### src/rtl/fseq_pkg.sv
package fseq_pkg;

  typedef enum logic [1:0] {
    OP_PROG = 2'd0,
    OP_SECT = 2'd1,
    OP_CHIP = 2'd2,
    OP_RSVD = 2'd3
  } fseq_op_e;

  localparam logic [15:0] UNLOCK_HI = 16'h5555;
  localparam logic [15:0] UNLOCK_LO = 16'h2AAA;

  function automatic int unsigned cyc_ceil(input int unsigned ns, input int unsigned period_ns);
    return (ns + period_ns - 1) / period_ns;
  endfunction

  function automatic int unsigned max2(input int unsigned a, input int unsigned b);
    return (a > b) ? a : b;
  endfunction

endpackage

### src/rtl/fseq_cmd_table.sv
module fseq_cmd_table
  import fseq_pkg::*;
#(
  parameter int unsigned ADDR_W = 17,
  parameter int unsigned STEP_W = 3
) (
  input  fseq_op_e              op,
  input  logic [STEP_W-1:0]     step,
  input  logic [ADDR_W-1:0]     tgt_addr,
  input  logic [7:0]            tgt_data,
  output logic [ADDR_W-1:0]     cyc_addr,
  output logic [7:0]            cyc_data,
  output logic                  last
);

  localparam logic [ADDR_W-1:0] A_HI = ADDR_W'(UNLOCK_HI);
  localparam logic [ADDR_W-1:0] A_LO = ADDR_W'(UNLOCK_LO);

  always_comb begin
    cyc_addr = A_HI;
    cyc_data = 8'hAA;
    last     = 1'b0;
    if (op == OP_PROG) begin
      case (step)
        STEP_W'(0): begin cyc_addr = A_HI; cyc_data = 8'hAA; end
        STEP_W'(1): begin cyc_addr = A_LO; cyc_data = 8'h55; end
        STEP_W'(2): begin cyc_addr = A_HI; cyc_data = 8'hA0; end
        default: begin
          cyc_addr = tgt_addr;
          cyc_data = tgt_data;
          last     = 1'b1;
        end
      endcase
    end else begin
      case (step)
        STEP_W'(0): begin cyc_addr = A_HI; cyc_data = 8'hAA; end
        STEP_W'(1): begin cyc_addr = A_LO; cyc_data = 8'h55; end
        STEP_W'(2): begin cyc_addr = A_HI; cyc_data = 8'h80; end
        STEP_W'(3): begin cyc_addr = A_HI; cyc_data = 8'hAA; end
        STEP_W'(4): begin cyc_addr = A_LO; cyc_data = 8'h55; end
        default: begin
          last = 1'b1;
          if (op == OP_SECT) begin
            cyc_addr = tgt_addr;
            cyc_data = 8'h30;
          end else begin
            cyc_addr = A_HI;
            cyc_data = 8'h10;
          end
        end
      endcase
    end
  end

endmodule

### src/rtl/fseq_bus_cycle.sv
module fseq_bus_cycle
  import fseq_pkg::*;
#(
  parameter int unsigned ADDR_W = 17,
  parameter int unsigned WR_LO  = 9,
  parameter int unsigned WR_HI  = 5,
  parameter int unsigned RD_LO  = 18,
  parameter int unsigned RD_HI  = 5
) (
  input  logic              clk,
  input  logic              rst,
  input  logic              start,
  input  logic              is_read,
  input  logic [ADDR_W-1:0] addr_i,
  input  logic [7:0]        data_i,
  input  logic [7:0]        dq_in,
  output logic              cs_n,
  output logic              we_n,
  output logic              oe_n,
  output logic [ADDR_W-1:0] addr_o,
  output logic [7:0]        dq_out,
  output logic              dq_oe,
  output logic [7:0]        rd_data,
  output logic              cyc_done
);

  localparam int unsigned CMAX  = max2(max2(WR_LO, WR_HI), max2(RD_LO, RD_HI));
  localparam int unsigned CNT_W = $clog2(CMAX + 1);

  typedef enum logic [1:0] {PH_IDLE, PH_SETUP, PH_STROBE, PH_RECOV} ph_e;

  ph_e              ph;
  logic             rd_q;
  logic [CNT_W-1:0] cnt;

  always_ff @(posedge clk) begin
    if (rst) begin
      ph       <= PH_IDLE;
      cs_n     <= 1'b1;
      we_n     <= 1'b1;
      oe_n     <= 1'b1;
      addr_o   <= '0;
      dq_out   <= '0;
      dq_oe    <= 1'b0;
      rd_q     <= 1'b0;
      cnt      <= '0;
      rd_data  <= '0;
      cyc_done <= 1'b0;
    end else begin
      cyc_done <= 1'b0;
      case (ph)
        PH_IDLE: begin
          if (start) begin
            ph     <= PH_SETUP;
            cs_n   <= 1'b0;
            addr_o <= addr_i;
            dq_out <= data_i;
            dq_oe  <= ~is_read;
            rd_q   <= is_read;
          end
        end
        PH_SETUP: begin
          ph <= PH_STROBE;
          if (rd_q) begin
            oe_n <= 1'b0;
            cnt  <= CNT_W'(RD_LO - 1);
          end else begin
            we_n <= 1'b0;
            cnt  <= CNT_W'(WR_LO - 1);
          end
        end
        PH_STROBE: begin
          if (cnt == '0) begin
            we_n <= 1'b1;
            oe_n <= 1'b1;
            ph   <= PH_RECOV;
            if (rd_q) begin
              rd_data <= dq_in;
              cnt     <= CNT_W'(RD_HI - 1);
            end else begin
              cnt     <= CNT_W'(WR_HI - 1);
            end
          end else begin
            cnt <= cnt - 1'b1;
          end
        end
        default: begin
          if (cnt == '0) begin
            cs_n     <= 1'b1;
            dq_oe    <= 1'b0;
            cyc_done <= 1'b1;
            ph       <= PH_IDLE;
          end else begin
            cnt <= cnt - 1'b1;
          end
        end
      endcase
    end
  end

endmodule

### src/rtl/fseq_timer.sv
module fseq_timer #(
  parameter int unsigned TMR_W = 36
) (
  input  logic             clk,
  input  logic             rst,
  input  logic             clear,
  input  logic             run,
  input  logic [TMR_W-1:0] limit,
  output logic             expired
);

  logic [TMR_W-1:0] cnt;

  assign expired = (cnt >= limit);

  always_ff @(posedge clk) begin
    if (rst || clear) begin
      cnt <= '0;
    end else if (run && !expired) begin
      cnt <= cnt + 1'b1;
    end
  end

endmodule

### src/rtl/flash_cmd_seq.sv
module flash_cmd_seq
  import fseq_pkg::*;
#(
  parameter int unsigned ADDR_W        = 17,
  parameter int unsigned CLK_NS        = 4,
  parameter int unsigned WE_LOW_NS     = 35,
  parameter int unsigned WE_HIGH_NS    = 20,
  parameter int unsigned ADDR_HOLD_NS  = 45,
  parameter int unsigned DATA_SETUP_NS = 30,
  parameter int unsigned RD_ACCESS_NS  = 70,
  parameter int unsigned RD_RELEASE_NS = 20,
  parameter int unsigned TMR_W         = 36,
  parameter logic [TMR_W-1:0] PROG_TIMEOUT_CYC = 36'd100_000,
  parameter logic [TMR_W-1:0] SECT_TIMEOUT_CYC = 36'd3_750_000_000,
  parameter logic [TMR_W-1:0] CHIP_TIMEOUT_CYC = 36'd17_500_000_000
) (
  input  logic              clk,
  input  logic              rst,
  input  logic              req_valid,
  output logic              req_ready,
  input  logic [1:0]        req_op,
  input  logic [ADDR_W-1:0] req_addr,
  input  logic [7:0]        req_data,
  output logic              busy,
  output logic              done,
  output logic              error,
  output logic [ADDR_W-1:0] flash_addr,
  output logic [7:0]        flash_dq_out,
  output logic              flash_dq_oe,
  input  logic [7:0]        flash_dq_in,
  output logic              flash_cs_n,
  output logic              flash_we_n,
  output logic              flash_oe_n,
  output logic              sram_cs_n
);

  localparam int unsigned STEP_W  = 3;
  localparam int unsigned WR_LO   = max2(max2(cyc_ceil(WE_LOW_NS, CLK_NS),
                                              cyc_ceil(DATA_SETUP_NS, CLK_NS)), 1);
  localparam int unsigned HI_BASE = max2(cyc_ceil(WE_HIGH_NS, CLK_NS), 1);
  localparam int unsigned HOLD_C  = cyc_ceil(ADDR_HOLD_NS, CLK_NS);
  localparam int unsigned WR_HI   = (WR_LO + HI_BASE >= HOLD_C) ? HI_BASE : (HOLD_C - WR_LO);
  localparam int unsigned RD_LO   = max2(cyc_ceil(RD_ACCESS_NS, CLK_NS), 1);
  localparam int unsigned RD_HI   = max2(cyc_ceil(RD_RELEASE_NS, CLK_NS), 1);

  typedef enum logic [1:0] {ST_IDLE, ST_CMD, ST_POLL} st_e;

  st_e               state;
  fseq_op_e          op_q;
  logic [ADDR_W-1:0] addr_q;
  logic [7:0]        data_q;
  logic [STEP_W-1:0] step_q;
  logic              bus_start;
  logic              busy_q;
  logic              done_q;
  logic              error_q;
  logic              tmr_clear;

  logic [ADDR_W-1:0] cyc_addr;
  logic [7:0]        cyc_data;
  logic              cyc_last;
  logic              bus_done;
  logic [7:0]        rd_data;
  logic              tmr_exp;
  logic [TMR_W-1:0]  tmr_limit;
  logic              want7;

  assign req_ready = ~busy_q;
  assign busy      = busy_q;
  assign done      = done_q;
  assign error     = error_q;
  assign sram_cs_n = 1'b1;
  assign want7     = (op_q == OP_PROG) ? data_q[7] : 1'b1;

  always_comb begin
    case (op_q)
      OP_PROG: tmr_limit = PROG_TIMEOUT_CYC;
      OP_SECT: tmr_limit = SECT_TIMEOUT_CYC;
      default: tmr_limit = CHIP_TIMEOUT_CYC;
    endcase
  end

  fseq_cmd_table #(.ADDR_W(ADDR_W), .STEP_W(STEP_W)) u_table (
    .op       (op_q),
    .step     (step_q),
    .tgt_addr (addr_q),
    .tgt_data (data_q),
    .cyc_addr (cyc_addr),
    .cyc_data (cyc_data),
    .last     (cyc_last)
  );

  fseq_bus_cycle #(
    .ADDR_W (ADDR_W),
    .WR_LO  (WR_LO),
    .WR_HI  (WR_HI),
    .RD_LO  (RD_LO),
    .RD_HI  (RD_HI)
  ) u_bus (
    .clk      (clk),
    .rst      (rst),
    .start    (bus_start),
    .is_read  (state == ST_POLL),
    .addr_i   (cyc_addr),
    .data_i   (cyc_data),
    .dq_in    (flash_dq_in),
    .cs_n     (flash_cs_n),
    .we_n     (flash_we_n),
    .oe_n     (flash_oe_n),
    .addr_o   (flash_addr),
    .dq_out   (flash_dq_out),
    .dq_oe    (flash_dq_oe),
    .rd_data  (rd_data),
    .cyc_done (bus_done)
  );

  fseq_timer #(.TMR_W(TMR_W)) u_timer (
    .clk     (clk),
    .rst     (rst),
    .clear   (tmr_clear),
    .run     (state == ST_POLL),
    .limit   (tmr_limit),
    .expired (tmr_exp)
  );

  always_ff @(posedge clk) begin
    if (rst) begin
      state     <= ST_IDLE;
      op_q      <= OP_PROG;
      addr_q    <= '0;
      data_q    <= '0;
      step_q    <= '0;
      bus_start <= 1'b0;
      busy_q    <= 1'b0;
      done_q    <= 1'b0;
      error_q   <= 1'b0;
      tmr_clear <= 1'b0;
    end else begin
      bus_start <= 1'b0;
      done_q    <= 1'b0;
      error_q   <= 1'b0;
      tmr_clear <= 1'b0;
      case (state)
        ST_IDLE: begin
          if (req_valid && (fseq_op_e'(req_op) != OP_RSVD)) begin
            op_q      <= fseq_op_e'(req_op);
            addr_q    <= req_addr;
            data_q    <= req_data;
            step_q    <= '0;
            busy_q    <= 1'b1;
            bus_start <= 1'b1;
            state     <= ST_CMD;
          end
        end
        ST_CMD: begin
          if (bus_done) begin
            bus_start <= 1'b1;
            if (cyc_last) begin
              state     <= ST_POLL;
              tmr_clear <= 1'b1;
            end else begin
              step_q <= step_q + 1'b1;
            end
          end
        end
        default: begin
          if (bus_done) begin
            if (rd_data[7] == want7) begin
              done_q <= 1'b1;
              busy_q <= 1'b0;
              state  <= ST_IDLE;
            end else if (tmr_exp) begin
              error_q <= 1'b1;
              busy_q  <= 1'b0;
              state   <= ST_IDLE;
            end else begin
              bus_start <= 1'b1;
            end
          end
        end
      endcase
    end
  end

endmodule

### config.mk
export PLATFORM = sky130hd
export DESIGN_NAME = flash_cmd_seq
export DESIGN_NICKNAME = d
export VERILOG_FILES = /design/src/rtl/fseq_pkg.sv /design/src/rtl/fseq_cmd_table.sv /design/src/rtl/fseq_bus_cycle.sv /design/src/rtl/fseq_timer.sv /design/src/rtl/flash_cmd_seq.sv
export SDC_FILE = /design/constraint.sdc
export NUM_CORES = 1
export LEC_CHECK = 0
export BUFFER_PORTS_ARGS = -buffer_cell sky130_fd_sc_hd__clkbuf_2
export CAP_MARGIN = 20
export CELL_PAD_IN_SITES_DETAIL_PLACEMENT = 0
export CELL_PAD_IN_SITES_GLOBAL_PLACEMENT = 1
export CORE_ASPECT_RATIO = 1.1
export CORE_MARGIN = 1
export CORE_UTILIZATION = 36
export DETAILED_ROUTE_END_ITERATION = 6
export PLACE_DENSITY = 0.65
export SYNTH_ARGS = -nofsm -noshare
export SYNTH_HDL_FRONTEND = slang
export SYNTH_SLANG_ARGS = --single-unit
### constraint.sdc
create_clock -name clk -period 6.4 [get_ports clk]
set_clock_uncertainty 0.2 [all_clocks]
set_input_delay 1.28 -clock clk [delete_from_list [all_inputs] [get_ports clk]]
set_output_delay 1.28 -clock clk [all_outputs]
set_load 0.005 [all_outputs]
==> run metrics, run 1 <==
DR iter-0 viols 239; cells after synthesis roughly 700; Skew-Pair Late Insertion Delay 360 ps; Syn. warnings 0; post-CTS sizing 0; largest family of logic cells by synthesized area simple AND/OR/NAND/NOR gates; Mean Syn Cell Area roughly 8.0 µm²; HP Start addr_q[16]; Power Internal around 1.2 mW; Post-synth top cells nand2_1 (118), dfxtp_1 (112), a21oi_1 (88); H-tree Lvls 3; Setup TNS 0 ps; DRC viols 0; number of synthesized flops with an enable pin 0; CTS buffer count 9; crit-path max cell delay roughly 630 ps; Most used DFF post-synth dfxtp_1; R2R cell count 10; Synth Area in XOR/XNOR 0.007762; worst-margin pin slew between 800 and 900 ps; largest net degree at the start of global routing 78; Critical R2R Launch op_q[0]; fin crit share 0.6608; root buf cell clkbuf_16; adder-cell share of the synthesized area 0.07097; I/O pins 72; Die Span Y about 130 µm; diodes inserted 0; Die ar. 0.01618 mm²; global-route wire length before repair approximately 24000 µm; peak supply drop roughly 0.16 mV; Clk network pwr share 0.310; max_cap viols 0; worst reg2reg setup slack 2170 ps; metal2 WL around 6800 µm; Worst Path Required approximately 6500 ps; Setup Viol. Count Final 0; Net Switching between 500 and 600 µW; RR Endpoint u_timer.cnt[17]; Initial Utilization 0.3718; min cycle time layout 4229 ps; Area Growth Syn to Fin 13.17%; number of setup buffers added after CTS 0; Synth Area in Simple Gates 0.2708; iteration count of the initial detailed-routing pass 4; #FFs+latches synth 112; highest metal used met4; CORE AREA about 0.015 mm²; layout cell share with drive strength beyond 1 0.1223; fin. max-slew vios 0; cell chain of the critical path or2_1 -> inv_2 -> ha_1 -> a211oi_1 -> nor2_1 -> or3_1 -> a221oi_4 -> nand3_4 -> or4_1 -> a21oi_1; WHS Endpoint addr_q[16]; Fin. Hold Viols 0; # hold bufs at CTS 0; initial antenna violation count 0; I/O Buffers 63; Setup CP Type flop to flop; NumNets Final roughly 820; vias in the first global route between 4000 and 5000; GP Congestion about 0.8; CTS tree yes; count leader, synth nand2_1; Hold/Removal Path Class flop to flop; clock sink count about 110; Fmax 0.2365 GHz; top cell type by total area after synthesis dfxtp_1; via count approximately 5100; switching share of power 0.3307; Place WS 2149 ps; complex-gate fraction of the synthesized area 0.2060; Flop pwr share 0.447; clock-pin slew on the worst setup and hold paths approximately 70 ps; post-DP HPWL around 9900 µm; CP top delay family simple AND/OR/NAND/NOR gates; CP max FO 55; Total Routing Usage GR 0.1849; critical path endpoint category flop; status finished clean; CP Buf/Inv Count 1; Worst Setup SP op_q[0]; Syn Std Cell Area between 0.005 and 0.006 mm²; share of the synthesized area in the top cell type 0.3974; leak pwr 2.424 nW; row count 47; FFs w/ async S/R, synth 0; routed vias/inst 5.378; Worst slew margin 0.4468; CP max stage cell or4_1; hold depth 2; Cell Pwr Density 281.8 mW/mm²; mux cell area share after synthesis 0.005323; Cell variety after synth 63; post-route ant nets 0; worst setup margin 2171 ps; aggregate routed wire length approximately 14000 µm; Congestion Overflow GR 0; WL met3 ~520 µm; Mapped Nets slightly below 800; drt wl/cell between 15 and 20 µm; register area share after synthesis 0.3974; Comb power frac 0.243; crit path DAT 4310 ps; M1 WL about 6700 µm; CP Launch Type flop; die width roughly 120 µm; clock buffer depth 2; RSZ-0062 raised after global routing false; dominant cells by area after synthesis dfxtp_1 (40%), nand2_1 (7.9%), a21oi_1 (7.8%)
-- worst max path at each step --
stage                                  to  slack [ps]  cells after the start
after floorplan           u_timer.cnt[27]        3090                     13
after global placement    u_timer.cnt[19]        2250                     10
after detailed placement  u_timer.cnt[16]        2150                     10
after CTS                 u_timer.cnt[17]        2130                     10
after global routing      u_timer.cnt[17]        1860                     10
final                     u_timer.cnt[17]        2170                     10
-- layout by cell type, fill, tap and decap left out, drive strengths merged, types with 3 or more instances in the layout --
cell type  Yosys  layout
o21a           4       4
nor2b          4       4
and3           9       9
o21ai         33      33
a311oi         5       5
o211ai        12      12
a221oi         3       3
ha            32      32
nand2        119     119
a21boi         3       3
nand3         21      21
nor4           6       6
a31oi          4       4
nor2          59      59
xor2           3       3
or3           25      25
clkbuf        29      73
or4           12      12
nand2b         8       8
mux2i          3       3
nand4          9       9
nor3          19      19
and4           6       6
dfxtp        112     112
buf            7       4
clkinv         0       3
inv           18      20
a211oi         8       8
o31ai         10      10
a21oi         88      88
-- area by class of cell --
cell class | count | area [µm²]
Timing Repair Buffer | 67 | 365.4
Clock inverter | 6 | 52.55
Tap cell | 196 | 245.2
Clock buffer | 10 | 239.0
Inverter | 18 | 67.56
Sequential cell | 112 | 2242
Multi-Input combinational cell | 539 | 3173
Fill cell | 1609 | 8787
-- power groups by stage --
| stage | combinational (mW) | clock, mW | sequential, mW |
|---|---|---|---|
| after floorplan | 0.325 | 0 | 0.811 |
| after global placement | 0.427 | 0 | 0.819 |
| after detailed placement | 0.438 | 0 | 0.821 |
| after CTS | 0.439 | 0.576 | 0.805 |
| after global routing | 0.497 | 0.603 | 0.814 |
| final | 0.437 | 0.558 | 0.804 |
-- tightest hold or removal path, cell delays in order, from the launching register on --
cell and delay [ps]:
dfxtp_1 310, nand2_1 50, a21oi_1 50
-- stage by stage --
step	power, mW	hold slack (ps)	instance area, µm²	std cells	util
finish	1.799	254.1	6385	948	0.4208
global route	1.914	278.3	6385	948	0.4208
CTS	1.821	256.5	6357	947	0.4190
detailed placement	1.259	246.3	6066	931	0.3998
global placement	1.246	241.8	6066	931	0.3998
floorplan	1.135	234.2	5642	705	-
-- routing by layer --
metal / up-vias / track usage
li1: 2620 / -
met1: 2383 / 0.2312
met2: 80 / 0.3122
met3: 15 / 0.03082
met4: 0 / 0.07613
met5: - / 0
-- logic make-up after synthesis --
group                    after synthesis
XOR/XNOR                               5
buffers and inverters                 54
flip-flops                           112
adder cells (fa/ha/maj)               32
other                                  1
multiplexers                           3
AO/OA/AOI/OAI                        188
AND/OR/NAND/NOR                      310
-- flip-flops by register name (all words and copies together), names as in the netlist, 2 cells and up --
register      flops
data_q            8
u_bus.addr_o     17
u_timer.cnt      36
u_bus.ph          2
step_q            3
op_q              2
u_bus.cnt         5
state             2
addr_q           17
u_bus.dq_out      8
Power figures use the tool's default switching activity.
==> inputs of run 2 (changes only) <==
clock period = 4.1 ns   (was 6.4 ns; I/O delays follow)
==> run metrics, run 2 (synthesis results as in run 1) <==
via count 5172 (+1.5%); # hold bufs at CTS 0 (unchanged); initial antenna violation count 0 (unchanged); number of setup buffers added after CTS 0 (unchanged); root buf cell clkbuf_16; Final Cell Area 0.006424 mm² (+0.61%); commonest cells after routing, fill and taps aside nand2_1 (118), dfxtp_1 (112), a21oi_1 (88); crit path DAT 3760 ps (-550 ps); Die ar. 0.01618 mm² (unchanged); area of the multi-input gates 0.003173 mm² (unchanged); Initial Utilization 0.3718 (unchanged); GP Congestion 0.7704 (-2.7%); critical path endpoint category flop; clock sink count 112 (unchanged); iteration count of the initial detailed-routing pass 4 (unchanged); row count 47 (unchanged); RSZ-0062 raised after global routing false; final core occ 0.4234 (+0.002557); worst-margin pin slew 820.9 ps (-8.964 ps); Total Routing Usage GR 0.1873 (+0.002451); commonest non-fill, non-tap cell in the layout nand2_1; peak supply drop 0.2424 mV (+53%); max FFs per register 36 (unchanged); Cell Pwr Density 446.4 mW/mm² (+58%); Top reg by flops u_timer.cnt; cell chain of the critical path nand2_1 -> ha_1 -> a21o_1 -> o211a_1 -> o311a_1 -> a31oi_4 -> nand3_4 -> buf_4 -> or3_1 -> a21oi_1; Worst Setup SP op_q[0]; Critical R2R Launch op_q[0]; global-route wire length before repair 24290 µm (+1.5%); fin. max-slew vios 0 (unchanged); largest net degree at the start of global routing 77 (-1.3%); CP Launch Type flop; diodes inserted 0 (unchanged); min cycle time layout 3672 ps (-556.4 ps); Die Span Y 133.3 µm (unchanged); Hold/Removal Path Class flop to flop; post-DP HPWL 10090 µm (+2.2%); Worst Path Required 4190 ps (-2290 ps); CP max FO 40 (-27%); Area Growth Syn to Fin 13.86%; critical path depth 10 (unchanged); vias in the first global route 4953 (+2.1%); Fin. Hold Viols 0 (unchanged); routed vias/inst 5.421 (+0.81%); clock-pin slew on the worst setup and hold paths 80 ps (about the same); post-route ant nets 0 (unchanged); CORE AREA 0.01517 mm² (unchanged); biggest regs u_timer.cnt x36, addr_q x17, u_bus.addr_o x17; fin crit share 0.8957 (+0.2350); FILL cells 1644 (+2.2%); Fmax 0.2723 GHz (+15%); DRC viols 0 (unchanged); worst reg2reg setup slack 430 ps (-1740 ps); Setup CP Type flop to flop; CP Buf/Inv Count 1 (unchanged); Worst slew margin 0.4528 (+0.005976); aggregate routed wire length 14440 µm (+0.89%); CP max stage cell dfxtp_1; post-CTS sizing 0 (unchanged); drt wl/cell 15.13 µm (+0.25%); R2R cell count 10 (unchanged); dpl cell area 0.006118 mm² (+0.87%); Setup Viol. Count Final 0 (unchanged); Skew-Pair Late Insertion Delay 360 ps (about the same); Setup TNS 0 ps (unchanged); Critical Path Sink u_timer.cnt[4]; DR iter-0 viols 254 (+6.3%); Congestion Overflow GR 0 (unchanged); die width 121.4 µm (unchanged); NumNets Final 823 (+0.73%); crit-path max cell delay 490 ps (-140 ps); CP top delay family compound AO/OA/AOI/OAI gates; max_cap viols 0 (unchanged); RR Endpoint u_timer.cnt[4]; I/O pins 72 (unchanged); CTS buffer count 9 (unchanged); I/O Buffers 63 (unchanged); clock buffer depth 2 (unchanged); layout cell share with drive strength beyond 1 0.1293 (+0.006947); H-tree Lvls 3 (unchanged); CTS tree yes; leak pwr 2.447 nW (+0.98%); status finished clean; FF+latch area 0.002242 mm² (unchanged)
[run 2: metrics by stage]
| stage | hold slack (ps) | std cells | total power [mW] | worst slack [ps] |
|---|---|---|---|---|
| global placement | 241.3 | 938 | 1.956 | 467.5 |
| detailed placement | 247.3 | 938 | 1.974 | 422.7 |
| finish | 256.2 | 954 | 2.868 | 427.6 |
| CTS | 258.6 | 954 | 2.902 | 409.0 |
| floorplan | 234.2 | 705 | 1.772 | 788.9 |
| global route | 276.0 | 954 | 3.047 | 176.2 |
[run 2: cell type report]
| class | instances | share of cell area |
|---|---|---|
| Multi-Input combinational cell | 539 | 0.4940 |
| Sequential cell | 112 | 0.3490 |
| Timing Repair Buffer | 73 | 0.06077 |
| Tap cell | 196 | 0.03818 |
| Clock buffer | 9 | 0.03506 |
| Clock inverter | 7 | 0.01247 |
| Inverter | 18 | 0.01052 |
[run 2: power breakdown]
| part | internal, mW | switching (mW) | leakage (nW) |
|---|---|---|---|
| Sequential | 1.18 | 0.0726 | 0.908 |
| Clock | 0.483 | 0.442 | 0.148 |
| Combinational | 0.259 | 0.428 | 1.39 |
| Total | 1.92 | 0.943 | 2.45 |
[run 2: tightest hold or removal path: stages, from the launching register on]
cell and delay [ps]:
dfxtp_1 310, nand2_1 50, a21oi_1 50
[run 2: worst min path at each step]
stage / slack, ps / start / cells after the start / endpoint
final: 260 / addr_q[6] / 2 / addr_q[6]
after floorplan: 230 / data_q[4] / 2 / data_q[4]
after CTS: 260 / addr_q[6] / 2 / addr_q[6]
after global placement: 240 / u_bus.addr_o[6] / 2 / u_bus.addr_o[6]
after global routing: 280 / u_bus.addr_o[0] / 2 / u_bus.addr_o[0]
after detailed placement: 250 / addr_q[6] / 2 / addr_q[6]
[run 2: layer usage]
metal  global-route usage  wire, µm  up-vias
met5                    0         0        -
met4              0.06927       263        0
met3              0.03211       498       15
met2               0.3217      7075       73
met1               0.2322      6601     2443
li1                     -         -     2641
==> inputs of run 3 (changes only) <==
PLACE_DENSITY = 0.67   (was 0.65)
==> run metrics, run 3 (synthesis results as in run 1) <==
I/O pins 72 (unchanged); CP max stage cell or4_1; aggregate routed wire length 14700 µm (+1.8%); vias in the first global route 5023 (+1.4%); fin crit share 0.9106 (+0.01488); iteration count of the initial detailed-routing pass 5 (+1); CORE AREA 0.01517 mm² (unchanged); NumNets Final 820 (-0.36%); Setup Viol. Count Final 0 (unchanged); H-tree Lvls 3 (unchanged); layout cell share with drive strength beyond 1 0.1247 (-0.004619); cell chain of the critical path inv_1 -> nand2_1 -> inv_1 -> ha_1 -> and3_1 -> o211a_1 -> a31o_2 -> a221oi_4 -> nand3_4 -> or4_1 -> a21oi_1; die width 121.4 µm (unchanged); Most Crowded Layer GR met2; initial antenna violation count 0 (unchanged); clock buffer depth 2 (unchanged); Place WS 184.8 ps (-237.9 ps); leak pwr 2.422 nW (-1.0%); Clk network pwr share 0.306 (-0.017); Fmax 0.2679 GHz (-1.6%); max_cap viols 0 (unchanged); peak supply drop 0.2408 mV (-0.66%); # hold bufs at CTS 0 (unchanged); Setup CP Type flop to flop; switching share of power 0.3322 (+0.003391); Area Growth Syn to Fin 13.20%; worst reg2reg setup slack 370 ps (-60 ps); HP Start u_bus.addr_o[8]; CP Buf/Inv Count 2 (+1); drt wl/cell 15.47 µm (+2.2%); met3 Use GR 0.04152 (+0.009418); Skew-Pair Late Insertion Delay 360 ps (about the same); CP Launch Type flop; WHS Endpoint u_bus.addr_o[8]; commonest cells after routing, fill and taps aside nand2_1 (118), dfxtp_1 (112), a21oi_1 (88); Cell Pwr Density 438.8 mW/mm² (-1.7%); hold depth 2 (unchanged); I/O Buffers 63 (unchanged); Top reg by flops u_timer.cnt; crit-path max cell delay 570 ps (+80 ps); Flop pwr share 0.448 (+0.010); DR iter-0 viols 313 (+23%); root buf cell clkbuf_16; Worst Setup SP op_q[1]; hold_ws 253.3 ps (-2.859 ps); Hold/Removal Path Class flop to flop; GRT met2 Usage 0.3235 (+0.001894); Congestion Overflow GR 0 (unchanged); clock-pin slew on the worst setup and hold paths 80 ps (about the same); Die Span Y 133.3 µm (unchanged); CP max FO 28 (-30%); row count 47 (unchanged); max FFs per register 36 (unchanged); Net Switching 930.9 µW (-1.3%); critical path endpoint category flop; Setup TNS 0 ps (unchanged); routed vias/inst 5.439 (+0.32%); met1 GRT Util 0.2329 (+0.0006733); R2R cell count 11 (+1); Worst Path Required 4180 ps (about the same); post-DP HPWL 10130 µm (+0.43%); final core occ 0.4209 (-0.002474); CP top delay family simple AND/OR/NAND/NOR gates; Total Routing Usage GR 0.1885 (+0.001233); diodes inserted 0 (unchanged); Worst slew margin 0.5237 (+0.07094); DRC viols 0 (unchanged); clock sink count 112 (unchanged); Critical R2R Launch op_q[1]; worst setup margin 366.6 ps (-61.01 ps); Fin. Hold Viols 0 (unchanged); largest net degree at the start of global routing 56 (-27%); status finished clean; FILL cells 1622 (-1.3%); GP Congestion 0.7889 (+2.4%); CTS tree yes; post-route ant nets 0 (unchanged); crit path DAT 3810 ps (+50 ps); Die ar. 0.01618 mm² (unchanged); global-route wire length before repair 24490 µm (+0.82%); CP dominant cell by count inv_1; min cycle time layout 3733 ps (+61.01 ps); RSZ-0062 raised after global routing false; Initial Utilization 0.3718 (unchanged); RR Endpoint u_timer.cnt[17]; commonest non-fill, non-tap cell in the layout nand2_1; Comb power frac 0.246 (+0.007); biggest regs u_timer.cnt x36, addr_q x17, u_bus.addr_o x17; CTS buffer count 9 (unchanged); worst-margin pin slew 714.5 ps (-106.4 ps); fin. max-slew vios 0 (unchanged); Power Internal 1.871 mW (-2.8%); via count 5167 (-0.097%)
[run 3: changes by cell type in the layout (fill, tap and decap cells not counted), sizes merged]
| cell | delta |
|---|---|
| buf | -4 |
| bufinv | -1 |
| clkbuf | +1 |
| clkinv | -1 |
| nand3 | +1 |
[run 3: worst reg2reg max path: stages (launching register included)]
cell,delay [ps]
dfxtp_1,430
inv_1,210
nand2_1,310
inv_1,160
ha_1,330
and3_1,160
o211a_1,140
a31o_2,270
a221oi_4,380
nand3_4,330
or4_1,590
a21oi_1,150
[run 3: how the worst max path moves through the flow]
stage               depth (start not counted)  slack (ps)              end
floorplan                                  13         790  u_timer.cnt[27]
global placement                           10         280  u_timer.cnt[16]
detailed placement                         10         180  u_timer.cnt[19]
CTS                                        10         150  u_timer.cnt[17]
global route                               11          70  u_timer.cnt[17]
finish                                     11         370  u_timer.cnt[17]
[run 3: metal layers]
layer  vias up  wire (µm)  share of wire
li1       2630          -              -
met1      2452       6667           0.45
met2        75       7245           0.49
met3        10        579          0.039
met4         0        204          0.014
met5         -          0              0
[run 3: area by class of cell]
| cell class | count | area (µm²) | area share |
|---|---|---|---|
| Clock buffer | 10 | 239.0 | 0.03742 |
| Clock inverter | 5 | 41.29 | 0.006466 |
| Inverter | 18 | 67.56 | 0.01058 |
| Multi-Input combinational cell | 540 | 3191 | 0.4996 |
| Sequential cell | 112 | 2242 | 0.3511 |
| Tap cell | 196 | 245.2 | 0.03840 |
| Timing Repair Buffer | 69 | 360.3 | 0.05643 |
[run 3: power by group through the flow]
stage,Sequential (mW),Clock [mW],Combinational (mW)
final,1.26,0.857,0.689
after global placement,1.28,0,0.668
after floorplan,1.27,0,0.507
after detailed placement,1.28,0,0.688
after global routing,1.27,0.926,0.784
after CTS,1.26,0.889,0.691
[run 3: what timing repair did]
item                       4_1_cts  5_1_grt
buffers inserted                 0        0
gates resized for setup          0        1
setup endpoints to repair        0        9
[run 3: metrics by stage]
stage	power, mW	area [µm²]	instances
after CTS	2.838	6369	949
after detailed placement	1.971	6088	934
after global routing	2.982	6386	950
after global placement	1.947	6088	934
after floorplan	1.772	5642	705
final	2.802	6386	950
